### config.mk
export PLATFORM = sky130hd
export DESIGN_NAME = regclk_pwm_enc
export DESIGN_NICKNAME = d
export VERILOG_FILES = /design/src/rtl/regclk_pkg.sv /design/src/rtl/regclk_qtimer.sv /design/src/rtl/regclk_cmd_shift.sv /design/src/rtl/regclk_fsm.sv /design/src/rtl/regclk_pwm_enc.sv
export SDC_FILE = /design/constraint.sdc
export NUM_CORES = 1
export LEC_CHECK = 0
export BUFFER_PORTS_ARGS = -buffer_cell sky130_fd_sc_hd__buf_2
export CAP_MARGIN = 20
export CORE_UTILIZATION = 25
export DETAILED_ROUTE_END_ITERATION = 12
export PLACE_DENSITY_LB_ADDON = 0.12
export SLEW_MARGIN = 10
export SYNTH_ARGS = -nofsm -noshare
export SYNTH_HDL_FRONTEND = slang
export SYNTH_HIERARCHICAL = 1
export SYNTH_SLANG_ARGS = --single-unit
### constraint.sdc
create_clock -name clk -period 3.3 [get_ports clk]
set_clock_uncertainty 0.1 [all_clocks]
set_input_delay 0.66 -clock clk [delete_from_list [all_inputs] [get_ports clk]]
set_output_delay 0.66 -clock clk [all_outputs]
set_load 0.02 [all_outputs]
### src/rtl/regclk_pkg.sv
package regclk_pkg;

    typedef enum logic [1:0] {
        ST_IDLE = 2'd0,
        ST_SEND = 2'd1,
        ST_READ = 2'd2,
        ST_WRAP = 2'd3
    } enc_state_t;

    // high-phase length in quarters for each period kind
    localparam logic [1:0] HQ_ZERO = 2'd1;
    localparam logic [1:0] HQ_ONE  = 2'd3;
    localparam logic [1:0] HQ_READ = 2'd2;

endpackage

### src/rtl/regclk_qtimer.sv
module regclk_qtimer #(
    parameter int QTR_W = 8
) (
    input  logic             clk,
    input  logic             rst_n,
    input  logic             run,
    input  logic [QTR_W-1:0] qlen,
    output logic [1:0]       qidx,
    output logic             period_end
);

    logic [QTR_W-1:0] cnt_q;
    logic [1:0]       idx_q;
    logic             qtr_end;

    assign qtr_end = (cnt_q == qlen);

    always_ff @(posedge clk or negedge rst_n) begin
        if (!rst_n) begin
            cnt_q <= '0;
            idx_q <= '0;
        end else if (!run) begin
            cnt_q <= '0;
            idx_q <= '0;
        end else if (qtr_end) begin
            cnt_q <= '0;
            idx_q <= idx_q + 2'd1;
        end else begin
            cnt_q <= cnt_q + 1'b1;
        end
    end

    assign qidx       = idx_q;
    assign period_end = run && qtr_end && (idx_q == 2'd3);

endmodule

### src/rtl/regclk_cmd_shift.sv
module regclk_cmd_shift #(
    parameter int CMD_W = 16,
    parameter int LEN_W = 5
) (
    input  logic             clk,
    input  logic             rst_n,
    input  logic             load,
    input  logic             shift,
    input  logic [CMD_W-1:0] word,
    input  logic [LEN_W-1:0] len,
    output logic             cur_bit,
    output logic             last_bit
);

    logic [CMD_W-1:0] sh_q;
    logic [LEN_W-1:0] left_q;

    always_ff @(posedge clk or negedge rst_n) begin
        if (!rst_n) begin
            sh_q   <= '0;
            left_q <= '0;
        end else if (load) begin
            // left-align so the first bit to send sits at the top
            sh_q   <= word << (LEN_W'(CMD_W) - len);
            left_q <= len;
        end else if (shift) begin
            sh_q   <= sh_q << 1;
            left_q <= left_q - 1'b1;
        end
    end

    assign cur_bit  = sh_q[CMD_W-1];
    assign last_bit = (left_q == LEN_W'(1));

endmodule

### src/rtl/regclk_fsm.sv
module regclk_fsm
    import regclk_pkg::*;
#(
    parameter int RD_W = 8
) (
    input  logic            clk,
    input  logic            rst_n,
    input  logic            start,
    input  logic            rdy,
    input  logic            cmd_nz,
    input  logic [RD_W-1:0] rd_len,
    input  logic            period_end,
    input  logic            cmd_bit,
    input  logic            cmd_last,
    input  logic [1:0]      qidx,
    output logic            accept,
    output logic            run,
    output logic            cmd_shift,
    output logic            ma,
    output logic            busy,
    output logic            done
);

    enc_state_t      state_q, state_d;
    logic [RD_W-1:0] rd_left_q;

    assign accept    = (state_q == ST_IDLE) && start && rdy;
    assign run       = (state_q == ST_SEND) || (state_q == ST_READ);
    assign cmd_shift = (state_q == ST_SEND) && period_end;

    // state register
    always_ff @(posedge clk or negedge rst_n) begin
        if (!rst_n) state_q <= ST_IDLE;
        else        state_q <= state_d;
    end

    always_ff @(posedge clk or negedge rst_n) begin
        if (!rst_n)                                rd_left_q <= '0;
        else if (accept)                           rd_left_q <= rd_len;
        else if (state_q == ST_READ && period_end) rd_left_q <= rd_left_q - 1'b1;
    end

    // transitions
    always_comb begin
        state_d = state_q;
        unique case (state_q)
            ST_IDLE: begin
                if (accept) begin
                    if (cmd_nz)             state_d = ST_SEND;  // accept
                    else if (rd_len != '0)  state_d = ST_READ;  // accept-read
                    else                    state_d = ST_WRAP;  // accept-empty
                end
            end
            ST_SEND: begin
                if (period_end && cmd_last) begin
                    if (rd_left_q != '0)    state_d = ST_READ;  // to-read
                    else                    state_d = ST_WRAP;  // send-end
                end
            end
            ST_READ: begin
                if (period_end && rd_left_q == RD_W'(1))
                    state_d = ST_WRAP;                          // read-end
            end
            ST_WRAP: state_d = ST_IDLE;                         // release
        endcase
    end

    // outputs
    always_comb begin
        ma   = 1'b1;
        busy = 1'b0;
        done = 1'b0;
        unique case (state_q)
            ST_IDLE: ;
            ST_SEND: begin
                busy = 1'b1;
                ma   = qidx < (cmd_bit ? HQ_ONE : HQ_ZERO);
            end
            ST_READ: begin
                busy = 1'b1;
                ma   = qidx < HQ_READ;
            end
            ST_WRAP: done = 1'b1;
        endcase
    end

endmodule

### src/rtl/regclk_pwm_enc.sv
module regclk_pwm_enc #(
    parameter int CMD_W = 16,
    parameter int RD_W  = 8,
    parameter int QTR_W = 8,
    localparam int LEN_W = $clog2(CMD_W + 1)
) (
    input  logic             clk,
    input  logic             rst_n,
    input  logic             start_i,
    input  logic             slaves_rdy_i,
    input  logic [LEN_W-1:0] cmd_len_i,
    input  logic [CMD_W-1:0] cmd_word_i,
    input  logic [RD_W-1:0]  rd_len_i,
    input  logic [QTR_W-1:0] qtr_len_i,
    output logic             ma_o,
    output logic             busy_o,
    output logic             done_o
);

    logic [LEN_W-1:0] len_eff;
    logic [QTR_W-1:0] qlen_q;
    logic             accept, run, cmd_shift, period_end;
    logic             cmd_bit, cmd_last;
    logic [1:0]       qidx;

    assign len_eff = (cmd_len_i > LEN_W'(CMD_W)) ? LEN_W'(CMD_W) : cmd_len_i;

    always_ff @(posedge clk or negedge rst_n) begin
        if (!rst_n)      qlen_q <= '0;
        else if (accept) qlen_q <= qtr_len_i;
    end

    regclk_qtimer #(.QTR_W(QTR_W)) u_timer (
        .clk        (clk),
        .rst_n      (rst_n),
        .run        (run),
        .qlen       (qlen_q),
        .qidx       (qidx),
        .period_end (period_end)
    );

    regclk_cmd_shift #(.CMD_W(CMD_W), .LEN_W(LEN_W)) u_shift (
        .clk      (clk),
        .rst_n    (rst_n),
        .load     (accept),
        .shift    (cmd_shift),
        .word     (cmd_word_i),
        .len      (len_eff),
        .cur_bit  (cmd_bit),
        .last_bit (cmd_last)
    );

    regclk_fsm #(.RD_W(RD_W)) u_fsm (
        .clk        (clk),
        .rst_n      (rst_n),
        .start      (start_i),
        .rdy        (slaves_rdy_i),
        .cmd_nz     (len_eff != '0),
        .rd_len     (rd_len_i),
        .period_end (period_end),
        .cmd_bit    (cmd_bit),
        .cmd_last   (cmd_last),
        .qidx       (qidx),
        .accept     (accept),
        .run        (run),
        .cmd_shift  (cmd_shift),
        .ma         (ma_o),
        .busy       (busy_o),
        .done       (done_o)
    );

endmodule

Yosys cells after proc, flatten, opt, wreduce, memory -nomap -nowiden
Cells that the tools add are included.
Storage, ports and cells
  word-level logic and storage cells: 66
  memory bits (read-only): 0
  input port bits: 41
  register bits: 49
  RAM bits: 0
  memories kept: 0
  latch bits: 0
Operators by class
  shift operators: 1
  $add $sub $neg: 5
  multiplexer cells: 22
  multipliers: 0
  magnitude comparators: 3
  reductions and logical operators: 17
  divide/modulo/power cells: 0
  bitwise logic cells: 0
  eq/ne operators: 11
Operator list (number)
  two-way mux 16 bit: 2
  two-way mux 8 bit: 4
  nonzero test 8 bit: 2
  left shift 16 x 5 -> 16 bit: 1
  two-way mux 5 bit: 3
  two-way mux 2 bit: 7
  adder 8 x 1 -> 8 bit (second input constant): 1
  equality test 8 x 1 -> 1 bit (second input constant): 1
  equality test 8 bit: 1
  logical AND 1 bit: 8
  != test 2 bit (second input constant): 4
  case mux 2 bit (4 select lines): 1
  subtractor 8 x 1 -> 8 bit (second input constant): 1
  equality test 2 bit (second input constant): 3
  equality test 5 x 1 -> 1 bit (second input constant): 1
  greater-than comparator 5 bit (second input constant): 1
  nonzero test 5 bit: 1
  subtractor 5 x 1 -> 5 bit (second input constant): 1
  subtractor 5 bit (first input constant): 1
  two-way mux 1 bit: 4
  nonzero test 2 bit: 2
  AND reduction 3 bit: 1
  adder 2 x 1 -> 2 bit (second input constant): 1
  equality test 2 x 1 -> 1 bit (second input constant): 1
  6 further kinds: 6

Longest topological paths before layout
Gate-level depths: netlist (run 1).
  depth after elaboration: 7
  gate-level depth with buffers: 12
  gate-level depth less buffers: 10

Cells and area by module
Netlist (run 1), hierarchy kept.
Modules (own cells, without submodules)
  regclk_cmd_shift: cells an instance 190, area each 1750.4 µm², times used 1
  regclk_fsm: cells an instance 84, area each 728.2 µm², times used 1
  regclk_qtimer: cells an instance 53, area each 543.0 µm², times used 1
  regclk_pwm_enc: cells an instance 25, area each 372.9 µm², times used 1

Worst setup path before layout (run 1)
OpenSTA, ideal clock, no wires.
  path type: input port to flip-flop
  from: input port cmd_len_i[0]
  to: register u_shift.sh_q[8]
  path buffers: 3
  path slack: 458 ps
  data arrival time: 2665 ps
  stages on the path: 10
  data required time: 3123 ps
  cells stage by stage: nor2b_1 -> buf_6 -> inv_1 -> ha_1 -> clkbuf_1 -> clkbuf_1 -> mux2_2 -> mux2i_1 -> nand2_1 -> a21oi_1
On the way
  longest elaborated chain between the ends: 5
RTL lines
  start, declared: RTL line regclk_pwm_enc.sv:11  | input logic [LEN_W-1:0] cmd_len_i,
  greater-than comparator 5 bit: RTL line regclk_pwm_enc.sv:26  | assign len_eff = (cmd_len_i > LEN_W'(CMD_W)) ? LEN_W'(CMD_W) : cmd_len_i;
  two-way mux 5 bit (*): RTL line regclk_pwm_enc.sv:26
  subtractor 5 bit (*): RTL line regclk_cmd_shift.sv:24  | sh_q <= word << (LEN_W'(CMD_W) - len);
  left shift 16 x 5 -> 16 bit (*): RTL line regclk_cmd_shift.sv:24
  two-way mux 16 bit (*): RTL line regclk_cmd_shift.sv:22  | end else if (load) begin
  end signal, assigned: RTL line regclk_cmd_shift.sv:24
  end signal, assigned: RTL line regclk_cmd_shift.sv:27  | sh_q <= sh_q << 1;
  end, declared: RTL line regclk_cmd_shift.sv:15  | logic [CMD_W-1:0] sh_q;
Mark *: on every way between the ends. The rest lies on a longest branch, timed or not.
A chain may end at the register's enable or synchronous reset.

Worst setup path after layout (run 1)
  from: input port cmd_len_i[4]
  to: register u_shift.sh_q[14]
On the way
  longest elaborated chain between the ends: 5
RTL lines
  greater-than comparator 5 bit: RTL line regclk_pwm_enc.sv:26
  two-way mux 5 bit: RTL line regclk_pwm_enc.sv:26
  net len_eff[1]: RTL line regclk_pwm_enc.sv:20  | logic [LEN_W-1:0] len_eff;
  subtractor 5 bit: RTL line regclk_cmd_shift.sv:24
  left shift 16 x 5 -> 16 bit: RTL line regclk_cmd_shift.sv:24
  two-way mux 16 bit: RTL line regclk_cmd_shift.sv:22
The timed path passes the listed nets, and every way through them passes these cells.

==> run summary, run 1 <==
status = finished clean
Post-Syn Area = 3390 µm²
vias in the first global route = 2585
Final setup viols = 0
Ys Warns = 6
Critical Path Fanout Max = 9
Worst Max-Slew Pin Slew = 0.646 ns
first-pass GRT wire length = 13.0 mm
Post-layout nets = 448
Final period util = 79.0%
path type of the worst min-delay path = input pin to asynchronous set/reset pin
Clk network pwr share = 19.5%
Setup Buffers After CTS = 0
register area share after synthesis = 36.1%
dpl hpwl = 5.85 mm
filler instances = 1445
clock sink total = 49
Area growth syn-to-layout = 16.6%
core area = 13200 µm²
final setup margin = 0.692 ns
most instantiated cells after synthesis = dfrtp_1, nand2_1, mux2i_1, nor2_1, inv_1
Final GP Congestion = 0.766
Die Area = 14000 µm²
Synthesized Nets = 406
most common cell in the netlist = dfrtp_1
routed vias = 2583
Hold Vio Cnt, Final = 0
initial detailed-routing violation count = 120
fraction of layout cells with a size suffix above 1 = 23.3%
hold_ws = 0.375 ns
Inserted Diodes = 0
DRT Pass-1 Iters = 4
share of the synthesized area in the top cell type = 36.1%
IO Port Bufs = 43
met2 GRT Util = 18.1%
Starting Density = 25.6%
global-route usage over all layers = 11.6%
Top FF cell, synth = dfrtp_1
Post-synth EDFFs = 0
Synth Register Bits = 49
Max Slew Vio Count = 0
Post-DRT Antenna Nets = 0
RSZ-0062 raised after global routing = false
startpoint types = input pin
peak supply drop = 0.242 mV
# rows = 42
Max-slew headroom = 56.9%
CTS root buf = clkbuf_16
clock transition at the registers of the reported paths = 0.07 ns
post-synth top area cell = dfrtp_1
# IOs = 44
latest clock arrival within the worst-skew pair = 0.29 ns
Routed WL per cell = 13.5 µm
Num CTS Buffers = 5
Seq pwr share = 40.3%
chip width = 119 µm
pre-CTS setup slack = 0.411 ns
initial antenna violation count = 0
CTS tree = yes
Sw Share = 36.6%
met1 Resource Use GR = 16.6%
Residual DRC = 0
gr ovfl total = 0
GR Util met3 = 1.88%
setup TNS = 0 ns
synth top area cells = dfrtp_1, mux2i_1, ha_1
Die Ht = 119 µm
async set-reset flop share out of synthesis = 100%
Most Crowded Layer GR = met2
internal power = 1.66 mW
CP arrival = 2.74 ns
H-tree depth = 2
total routed wirelength = 7.74 mm
PostCTS Resize Cnt = 0
Comb pwr share = 40.2%
CTS Hold Buffers Added = 0
post-layout min period = 2.61 ns
post-synthesis cell count = 352
Setup crit end kind = flop
Avg Synthesized Cell Area = 9.64 µm²
switching pwr = 958 µW
Required @ worst endpoint = 3.43 ns
Via density = 4.52
Yosys cell types = 57
Leakage = 1.69 nW
largest net degree at the start of global routing = 50
WS Path Type = input pin to flop
Clock Tree Buf Depth = 2
Pwr Density = 661 nW/µm²
max-cap viol count = 0
Peak Freq = 383 MHz
-- cell usage in the layout, fill, tap and decap left out, types with 13 or more instances in the layout --
master / netlist / final
dfrtp_1: 49 / 49
mux2i_1: 23 / 23
o21ai_0: 13 / 13
buf_2: 3 / 43
nor2_1: 21 / 21
ha_1: 13 / 13
xnor2_1: 18 / 18
a21oi_1: 18 / 18
nand2_1: 36 / 36
inv_1: 19 / 19
-- worst max-delay path, stage by stage --
cell	delay, ns
buf_2	0.14
nor2b_1	0.26
inv_1	0.11
ha_1	0.42
inv_2	0.23
mux4_2	0.56
o22ai_1	0.20
o22a_1	0.15
-- power by group through the flow --
stage          Clock [mW]  Sequential (mW)  Combinational, mW
2_1_floorplan           0             1.01              0.854
3_3_place_gp            0             1.07               1.06
5_1_grt             0.558             1.09               1.19
3_5_place_dp            0             1.07               1.07
6_report            0.510             1.05               1.05
4_1_cts             0.533             1.06               1.07
-- sequential cells by signal (all words and copies together) (netlist names) --
signal / cells
u_shift/sh_q: 16
qlen_q: 8
u_fsm/rd_left_q: 8
u_timer/cnt_q: 8
u_shift/left_q: 5
u_fsm/state_q: 2
u_timer/qidx: 2
-- cells by family (layout without fill, tap and decap cells) --
kind of cell               after synthesis  after routing  synth area share, %
buffers and inverters                   38             81                 4.98
AOI/OAI and AO/OA                       65             65                 12.5
and+or+nand+nor                        116            116                 17.7
adders and majority gates               13             13                 4.79
xor gates and xnor gates                28             28                 7.45
DFF                                     49             49                 36.1
muxes                                   43             43                 16.4
-- worst paths after layout --
kind	from	end	slack, ns	cells past startpoint
worst max-delay path	cmd_len_i[4]	u_shift/sh_q[14]	0.69	8
worst min-delay path	rst_n	u_shift/left_q[2]	0.38	2
worst max register to register	u_timer/cnt_q[0]	u_shift/left_q[3]	0.71	8
worst min register to register	u_shift/sh_q[11]	u_shift/sh_q[11]	0.39	1
max in group asynchronous	rst_n	u_fsm/rd_left_q[0]	2.28	2
min in group clk	u_shift/sh_q[11]	u_shift/sh_q[11]	0.39	1
-- stage by stage --
stage               area (µm²)  power [mW]  std cells  utilization [%]
global placement          3810        2.13        563             28.8
global route              3960        2.84        571             29.9
detailed placement        3810        2.13        563             28.8
CTS                       3960        2.66        571             29.9
finish                    3960        2.62        571             29.9
floorplan                 3390        1.87        352                -
-- cell type report --
class	instances	area, µm²	share of cell area, %
clock inverters	2	13.8	0.348
clock buffers	6	129	3.26
flip-flops and latches	49	1230	31.0
well taps	176	220	5.56
inverters	20	75.1	1.90
repair buffers	53	290	7.33
multi-input cells	265	2000	50.6
-- metal layers --
layer	vias to the layer above	routed length, µm
met5	-	0
met4	0	55
met3	5	187
met2	27	3540
met1	1234	3950
li1	1317	-
Note: power is estimated with default switching activity, not from simulation.
==> run 2: changes to the inputs <==
clock period = 2.6 ns   (was 3.3 ns; I/O delays follow)
==> run 2 against run 1 <==
Effect of this change: final cell count rose by 2.5%; critical path type is now flop to flop; critical endpoint is now u_shift/sh_q[12]; largest power group is now combinational logic; largest cell class unchanged; count of clock-buffer cells in the layout increased by 1; global-route usage is 0.38 points higher.
==> run summary, run 2 (synthesis results as in run 1) <==
status = finished clean
global-route usage over all layers = 11.9%
max FFs per register = 16
Final GP Congestion = 0.786
Sw Share = 36.4%
CP arrival = 2.48 ns
Max-slew headroom = 56.3%
vias in the first global route = 2673
total routed wirelength = 7.99 mm
Pwr Density = 826 nW/µm²
initial antenna violation count = 0
clock sink total = 49
DRT Pass-1 Iters = 4
core area = 13200 µm²
slowest stage cell on the critical path = dfrtp_1
RSZ-0062 raised after global routing = false
Post-layout nets = 462
H-tree depth = 2
Clock Tree Buf Depth = 2
path type of the worst min-delay path = input pin to asynchronous set/reset pin
CTS root buf = clkbuf_16
CP max stage delay = 0.43 ns
non-filler cells, final = 585
peak supply drop = 0.296 mV
Inst Count DP = 576
routed vias = 2601
latest clock arrival within the worst-skew pair = 0.28 ns
fraction of layout cells with a size suffix above 1 = 26.2%
Routed WL per cell = 13.7 µm
# IOs = 44
CTS Hold Buffers Added = 0
Max Slew Vio Count = 0
# rows = 42
Starting Density = 25.6%
Seq pwr share = 39.5%
Clk network pwr share = 18.6%
internal power = 2.16 mW
Post-DRT Antenna Nets = 0
Critical Path Fanout Max = 19
largest net degree at the start of global routing = 50
clock transition at the registers of the reported paths = 0.07 ns
initial detailed-routing violation count = 125
Area growth syn-to-layout = 20.9%
Leakage = 1.76 nW
Most flops, register = u_shift/sh_q
max-cap viol count = 0
Inserted Diodes = 0
Worst Max-Slew Pin Slew = 0.656 ns
switching pwr = 1.23 mW
first-pass GRT wire length = 13.6 mm
startpoint types = flop
Final period util = 91.1%
IO Port Bufs = 43
Die Ht = 119 µm
setup TNS = 0 ns
Critical Path, Cell by Cell = xnor2_1 -> nand4_1 -> nor2_4 -> and3_1 -> and2_1 -> buf_12 -> or2_1 -> buf_4 -> nor2_1 -> o22ai_2
placed inst area = 3940 µm²
Setup crit end kind = flop
dpl hpwl = 5.92 mm
chip width = 119 µm
gr ovfl total = 0
Residual DRC = 0
CTS tree = yes
Final Instance Area = 4100 µm²
post-layout min period = 2.37 ns
Final setup viols = 0
Die Area = 14000 µm²
Peak Freq = 422 MHz
Hold Vio Cnt, Final = 0
commonest non-fill, non-tap cells in the layout = dfrtp_1, buf_2, nand2_1, mux2i_1, buf_4
filler instances = 1415
most common cell after layout, fill and taps aside = dfrtp_1
Comb pwr share = 41.9%
WS Path Type = flop to flop
Required @ worst endpoint = 2.71 ns
Via density = 4.45
Num CTS Buffers = 5
==> run 2: cell count changes in the layout (fill, tap and decap cells not counted) <==
cell	delta
nor2_2	-1
clkinvlp_4	+1
buf_12	+2
nor2_4	+1
buf_4	+12
inv_6	-1
nor4b_2	+1
clkinv_2	-1
clkbuf_1	+1
nor4b_1	-1
nor4_2	+1
nor4_1	-1
==> run 2: metrics by stage <==
stage	power (mW)	setup slack (ns)	hold WS, ns	utilization, %
6_report	3.39	0.231	0.237	31.0
5_1_grt	3.67	0.0168	0.311	31.0
4_1_cts	3.42	0.164	0.279	30.8
3_5_place_dp	2.76	0.0564	0.380	29.7
3_3_place_gp	2.74	0.0450	0.376	29.7
2_1_floorplan	2.37	0.00392	0.124	-
==> run 2: power groups by stage <==
stage | clock [mW] | combinational (mW) | sequential [mW]
after global placement | 0 | 1.40 | 1.35
after floorplan | 0 | 1.09 | 1.29
after global routing | 0.690 | 1.59 | 1.39
after detailed placement | 0 | 1.41 | 1.35
after CTS | 0.664 | 1.42 | 1.33
final | 0.630 | 1.42 | 1.34
==> run 2: worst paths after layout <==
kind,start,endpoint,slack (ns),cells past startpoint
max,u_timer/cnt_q[5],u_shift/sh_q[12],0.23,10
min,rst_n,u_fsm/rd_left_q[3],0.24,2
max reg2reg,u_timer/cnt_q[5],u_shift/sh_q[12],0.23,10
min reg2reg,u_shift/sh_q[4],u_shift/sh_q[4],0.39,1
max in group asynchronous,rst_n,u_shift/left_q[4],1.71,2
min in group clk,rd_len_i[7],u_fsm/rd_left_q[7],0.36,3
==> run 2: final cells by class <==
class / instances / area (µm²) / share of cell area (%)
well taps: 176 / 220 / 5.37
multi-input cells: 265 / 2020 / 49.3
clock buffers: 7 / 133 / 3.23
inverters: 20 / 75.1 / 1.83
repair buffers: 67 / 420 / 10.2
clock inverters: 1 / 7.51 / 0.183
flip-flops and latches: 49 / 1230 / 29.9
==> run 2: routing by layer <==
metal / part of all wire, % / GRT usage, % / wire (µm)
met1: 51 / 16.5 / 4040
met2: 47 / 19.7 / 3750
met3: 1.7 / 1.69 / 132
met4: 0.85 / 2.61 / 68
met5: 0 / 0 / 0
==> run 2: worst max-delay path, delay by kind of cell (launching register included) <==
| kind | cells | cell delay [ns] |
|---|---|---|
| AND/OR/NAND/NOR | 6 | 1.03 |
| flip-flops | 1 | 0.43 |
| XOR/XNOR | 1 | 0.23 |
| AO/OA/AOI/OAI | 1 | 0.10 |
| buffers and inverters | 2 | 0.40 |
==> run 2: what timing repair did <==
action | CTS | global route
buffers inserted | 0 | 1
gates resized for setup | 0 | 3
endpoints found under the setup margin | 0 | 3
